--- src/rtl/cond_state_pkg.sv ---
package cond_state_pkg;

    localparam int CR_FIELDS  = 8;
    localparam int FIELD_W    = 4;
    localparam int WORD_W     = CR_FIELDS * FIELD_W;
    localparam int BCNT_W     = 5;
    localparam int XR_SO_POS  = 31;
    localparam int XR_OV_POS  = 30;
    localparam int XR_CA_POS  = 29;

    typedef logic [FIELD_W-1:0] cr_field_t;
    typedef logic [WORD_W-1:0]  word_t;

    typedef struct packed {
        logic              so;
        logic              ov;
        logic              ca;
        logic [BCNT_W-1:0] bcnt;
    } xr_state_t;

    // Lowest bit of field idx inside the condition word (field 0 is the top nibble)
    function automatic int field_lsb(input int idx);
        return WORD_W - FIELD_W * (idx + 1);
    endfunction

    function automatic xr_state_t xr_unpack(input word_t w);
        xr_state_t s;
        s.so   = w[XR_SO_POS];
        s.ov   = w[XR_OV_POS];
        s.ca   = w[XR_CA_POS];
        s.bcnt = w[BCNT_W-1:0];
        return s;
    endfunction

    function automatic word_t xr_pack(input xr_state_t s);
        word_t w;
        w             = '0;
        w[XR_SO_POS]  = s.so;
        w[XR_OV_POS]  = s.ov;
        w[XR_CA_POS]  = s.ca;
        w[BCNT_W-1:0] = s.bcnt;
        return w;
    endfunction

endpackage

--- src/rtl/cond_field_bank.sv ---
module cond_field_bank
    import cond_state_pkg::*;
#(
    parameter int NUM_FIELDS = CR_FIELDS,
    parameter int FLD_W      = FIELD_W,
    localparam int DW        = NUM_FIELDS * FLD_W
) (
    input  logic                  clk,
    input  logic                  rst,
    input  logic                  wr_en,
    input  logic [NUM_FIELDS-1:0] wr_mask,
    input  logic [DW-1:0]         wr_data,
    output logic [DW-1:0]         rd_data
);

    genvar gi;
    generate
        for (gi = 0; gi < NUM_FIELDS; gi++) begin : g_fld
            localparam int LSB = DW - FLD_W * (gi + 1);
            logic [FLD_W-1:0] fld_q;
            logic             fld_sel;

            // mask bit (NUM_FIELDS-1-i) owns field i
            assign fld_sel = wr_en & wr_mask[NUM_FIELDS-1-gi];

            always_ff @(posedge clk) begin
                if (rst) begin
                    fld_q <= '0;
                end else if (fld_sel) begin
                    fld_q <= wr_data[LSB +: FLD_W];
                end
            end

            assign rd_data[LSB +: FLD_W] = fld_q;
        end
    endgenerate

endmodule

--- src/rtl/xr_flag_reg.sv ---
module xr_flag_reg
    import cond_state_pkg::*;
(
    input  logic      clk,
    input  logic      rst,
    input  logic      wr_en,
    input  word_t     wr_data,
    input  logic      ca_en,
    input  logic      ca_val,
    output xr_state_t state
);

    xr_state_t state_q;

    always_ff @(posedge clk) begin
        if (rst) begin
            state_q <= '0;
        end else begin
            if (wr_en) begin
                state_q <= xr_unpack(wr_data);
            end
            // later assignment gives the carry port priority
            if (ca_en) begin
                state_q.ca <= ca_val;
            end
        end
    end

    assign state = state_q;

endmodule

--- src/rtl/cond_state_unit.sv ---
module cond_state_unit
    import cond_state_pkg::*;
#(
    parameter int NUM_FIELDS = CR_FIELDS,
    parameter int FLD_W      = FIELD_W,
    localparam int DW        = NUM_FIELDS * FLD_W
) (
    input  logic                  clk,
    input  logic                  rst,
    input  logic                  cr_wr_en,
    input  logic [NUM_FIELDS-1:0] cr_wr_mask,
    input  logic [DW-1:0]         cr_wr_data,
    output logic [DW-1:0]         cr_rd_data,
    input  logic                  xr_wr_en,
    input  logic [WORD_W-1:0]     xr_wr_data,
    input  logic                  ca_upd_en,
    input  logic                  ca_upd_val,
    output logic [WORD_W-1:0]     xr_rd_data
);

    xr_state_t xr_state;

    cond_field_bank #(
        .NUM_FIELDS (NUM_FIELDS),
        .FLD_W      (FLD_W)
    ) u_bank (
        .clk     (clk),
        .rst     (rst),
        .wr_en   (cr_wr_en),
        .wr_mask (cr_wr_mask),
        .wr_data (cr_wr_data),
        .rd_data (cr_rd_data)
    );

    xr_flag_reg u_xr (
        .clk     (clk),
        .rst     (rst),
        .wr_en   (xr_wr_en),
        .wr_data (xr_wr_data),
        .ca_en   (ca_upd_en),
        .ca_val  (ca_upd_val),
        .state   (xr_state)
    );

    assign xr_rd_data = xr_pack(xr_state);

endmodule

--- config.mk ---
export PLATFORM = sky130hd
export DESIGN_NAME = cond_state_unit
export DESIGN_NICKNAME = d
export VERILOG_FILES = /design/src/rtl/cond_state_pkg.sv /design/src/rtl/cond_field_bank.sv /design/src/rtl/xr_flag_reg.sv /design/src/rtl/cond_state_unit.sv
export SDC_FILE = /design/constraint.sdc
export NUM_CORES = 1
export LEC_CHECK = 0
export BUFFER_PORTS_ARGS = -buffer_cell sky130_fd_sc_hd__buf_2
export CORE_MARGIN = 2
export CORE_UTILIZATION = 44
export DETAILED_ROUTE_END_ITERATION = 8
export PLACE_DENSITY = 0.85
export SLEW_MARGIN = 10
export SYNTH_ARGS = -nofsm -noshare
export SYNTH_HDL_FRONTEND = slang
export SYNTH_HIERARCHICAL = 1
export SYNTH_SLANG_ARGS = --single-unit
--- constraint.sdc ---
create_clock -name clk -period 1.3 [get_ports clk]
set_input_delay 0.26 -clock clk [delete_from_list [all_inputs] [get_ports clk]]
set_output_delay 0.26 -clock clk [all_outputs]
set_load 0.01 [all_outputs]
==> Implementation_results.wiki <==
{| class="wikitable"
! Metric !! Value
|-
| Pleak || 1.156 nW
|-
| Top cell type's share of synthesized area || 0.4013
|-
| TritonCTS clock tree || done
|-
| Half-perimeter wire length of the detailed placement result || about 2800 um
|-
| Count of maximum capacitance violations || 0
|-
| Root buffer cell || sky130_fd_sc_hd__clkbuf_8
|-
| Count of port buffers added during placement || 93
|-
| Min cycle time layout || 1.015 ns
|-
| Timing-limited maximum frequency || 985.4 MHz
|-
| Total negative slack for setup checks || 0 ns
|-
| Seq cells post-synth || 40
|-
| Rows || 24
|-
| Total Die Area || 0.005090 sq mm
|-
| Number of routed nets with antenna violations || 0
|-
| GRT Resource Usage Total || 0.1479
|-
| First drt pass iteration count || 4
|-
| Setup slack of the worst register-to-register path || 0.55 ns
|-
| Number of buffers inserted to repair setup after CTS || 0
|-
| Post-Synthesis Cell Area || roughly 0.002 sq mm
|-
| Buffers and inverters on the worst path || 1
|-
| Total DRC errors in the routed layout || 0
|-
| Power per unit of standard cell area || 1036 mW/mm^2
|-
| Number of clock buffers inserted by TritonCTS || 5
|-
| Number of levels the H-tree was split into || 2
|-
| Initial antenna violation count || 0
|-
| RSZ-0062 raised after global routing || false
|-
| Max Clock Skew || 0 ns
|-
| Number of distinct library cells after synthesis || 17
|-
| Post-synth EDFFs || 0
|-
| CTS sink cnt || 40
|-
| Share of final-layout standard cells stronger than drive strength 1 || 0.4804
|-
| Largest cells by area after synthesis || sky130_fd_sc_hd__dfxtp_1 (40%), sky130_fd_sc_hd__a21bo_1 (14%), sky130_fd_sc_hd__a21oi_2 (12%)
|-
| Worst-path fanout max || 2
|-
| HP Class || primary input to flip-flop
|-
| Async set-reset flop share out of synthesis || 0
|-
| Data required time of the critical path || ~1.0 ns
|-
| Yosys top cell by area || sky130_fd_sc_hd__dfxtp_1
|-
| Iteration-0 DRC count of the detailed router || 81
|-
| Cts hold-fix bufs || 0
|-
| Clock slew at reported path FFs || 0.07 ns
|-
| Synth cell count leaders || sky130_fd_sc_hd__dfxtp_1 (40), sky130_fd_sc_hd__nand3_1 (32), sky130_fd_sc_hd__a21bo_1 (28), sky130_fd_sc_hd__a21oi_2 (28), sky130_fd_sc_hd__buf_4 (27)
|-
| Status || finished, final reports clean
|-
| Final Routed Wirelength || 3787 um
|-
| List of cells traversed by the critical path || buf_2
|-
| Total overflow reported by the global router || 0
|-
| Standard cell core area || 0.004354 sq mm
|-
| Routed via count divided by cell count || 4.757
|-
| Gate count after technology mapping || roughly 200
|-
| Final Hold Vio Count || 0
|-
| Number of resized instances in the post-cts repair step || 0
|-
| Source of the worst hold timing path || xr_wr_data[31]
|-
| Crit. End Element || output pin
|-
| Length in cells of the worst reg-to-reg path || 2
|-
| Category of the critical setup timing path || flip-flop to output pin
|-
| Via count of the first global-routing pass || 1,390
|-
| Area growth, synth to finish || 20.69%
|-
| Slowest stage cell, crit path || sky130_fd_sc_hd__dfxtp_1
|-
| Post-Synthesis Mean Instance Area || 10.03 sq um
|-
| Critical path arrival || 0.75 ns
|-
| Antenna Cells || 0
|-
| Fraction of the core area covered by cells at the end of the flow || 0.5532
|-
| Gpl congestion || 0.7151
|-
| Starting utilization of the core area || 0.4583
|-
| Worst skew pair latency || around 0.27 ns
|-
| Worst vdd rail ir drop || ~0.49 mV
|-
| Count of cells along the worst hold path || 3
|-
| Wire length of the first global-routing pass || 6072 um
|-
| Overall die height || about 70 um
|-
| Largest incremental delay on the critical path || 0.34 ns
|-
| Max-slew violations || 0
|-
| Sequential-to-total area share from yosys stat || 0.4013
|-
| Power Total || roughly 2.5 mW
|-
| Cell with the most instances after synthesis || sky130_fd_sc_hd__dfxtp_1
|-
| Net total in the final layout || 359
|-
| Ys Warns || 6
|-
| X dimension of the die || 71.35 um
|-
| Family with the most delay on the worst path || flip-flops
|-
| Via Count || 1,584
|-
| Primary flip-flop cell chosen by synthesis mapping || sky130_fd_sc_hd__dfxtp_1
|-
| Total of fill cells in the finished design || 398
|-
| Post-route clock period utilization || 0.7806
|-
| Total I/O pin count || 142
|-
| Kind of start point of the critical path || flip-flop
|-
| Pin count of the biggest net entering global routing || 64
|-
| Per-cell routed wire length || roughly 11 um
|-
| Reg2Reg Launch Point || u_bank/g_fld[5].fld_q[1]
|-
| CTS max path bufs || 2
|-
| Count of final setup violators || 0
|-
| Hold Path Sink || u_xr/state[7]
|-
| Capturing point of the worst reg2reg path || u_bank/g_fld[5].fld_q[1]
|}
-- through the flow --
step                cells  worst slack [ns]  hold slack, ns  cell area (sq um)
floorplan             222            0.4542          0.3224               2082
global placement      326            0.3016          0.4689               2331
detailed placement    326            0.2786          0.4804               2331
CTS                   333            0.2618          0.2058               2409
global route          333            0.2340          0.2156               2409
finish                333            0.2852          0.2169               2409
-- registers in the layout, summed over array words and instances (netlist names) --
| name | cells |
|---|---|
| u_bank/g_fld.fld_q | 32 |
| u_xr/state | 8 |
-- layout by cell type, fill, tap and decap left out, drive strengths merged --
cell,Yosys,routed
a211oi,1,1
conb,1,24
a21oi,32,32
clkbuf,1,6
nor2b,1,1
mux2i,8,8
buf,43,96
nor2,7,7
inv,1,1
nand3,32,32
a21bo,32,32
clkinv,0,1
dfxtp,40,40
-- metal layers --
metal  part of all wire  track usage
met2               0.48       0.2418
met4             0.0037      0.04403
met3              0.079      0.04641
met1               0.43       0.1877
met5                  0            0
-- worst max path at each step --
stage,startpoint,depth (start not counted),endpoint
floorplan,cr_wr_en,4,u_bank/g_fld[5].fld_q[0]
global placement,cr_wr_en,4,u_bank/g_fld[0].fld_q[3]
detailed placement,cr_wr_en,4,u_bank/g_fld[0].fld_q[2]
CTS,u_bank/g_fld[7].fld_q[3],1,cr_rd_data[3]
global route,u_bank/g_fld[7].fld_q[3],1,cr_rd_data[3]
finish,u_bank/g_fld[7].fld_q[3],1,cr_rd_data[3]
-- power by group --
| part | switching, mW | leakage [nW] | total (mW) | internal, mW |
|---|---|---|---|---|
| registers | 0.0273 | 0.328 | 1.31 | 1.29 |
| clock network | 0.387 | 0.0410 | 0.752 | 0.365 |
| logic | 0.237 | 0.787 | 0.430 | 0.193 |
-- kinds of logic after synthesis --
group,Yosys count,share of synthesized area
compound gates,65,0.2997
buf+inv,45,0.1605
flops,40,0.4013
simple gates,40,0.09655
mux,8,0.04013
other cells,1,0.001879
-- layout make-up --
cell class                 count  area (sq um)  area share
multi-input combinational    137         960.9      0.3990
clock buffer                   6         72.57     0.03013
timing repair buffer          96         500.5      0.2078
tap                           52         65.06     0.02701
clock inverter                 1         5.005    0.002078
inverter                       1         3.754    0.001558
sequential                    40         800.8      0.3325
Note: power is estimated with default switching activity, not from simulation.
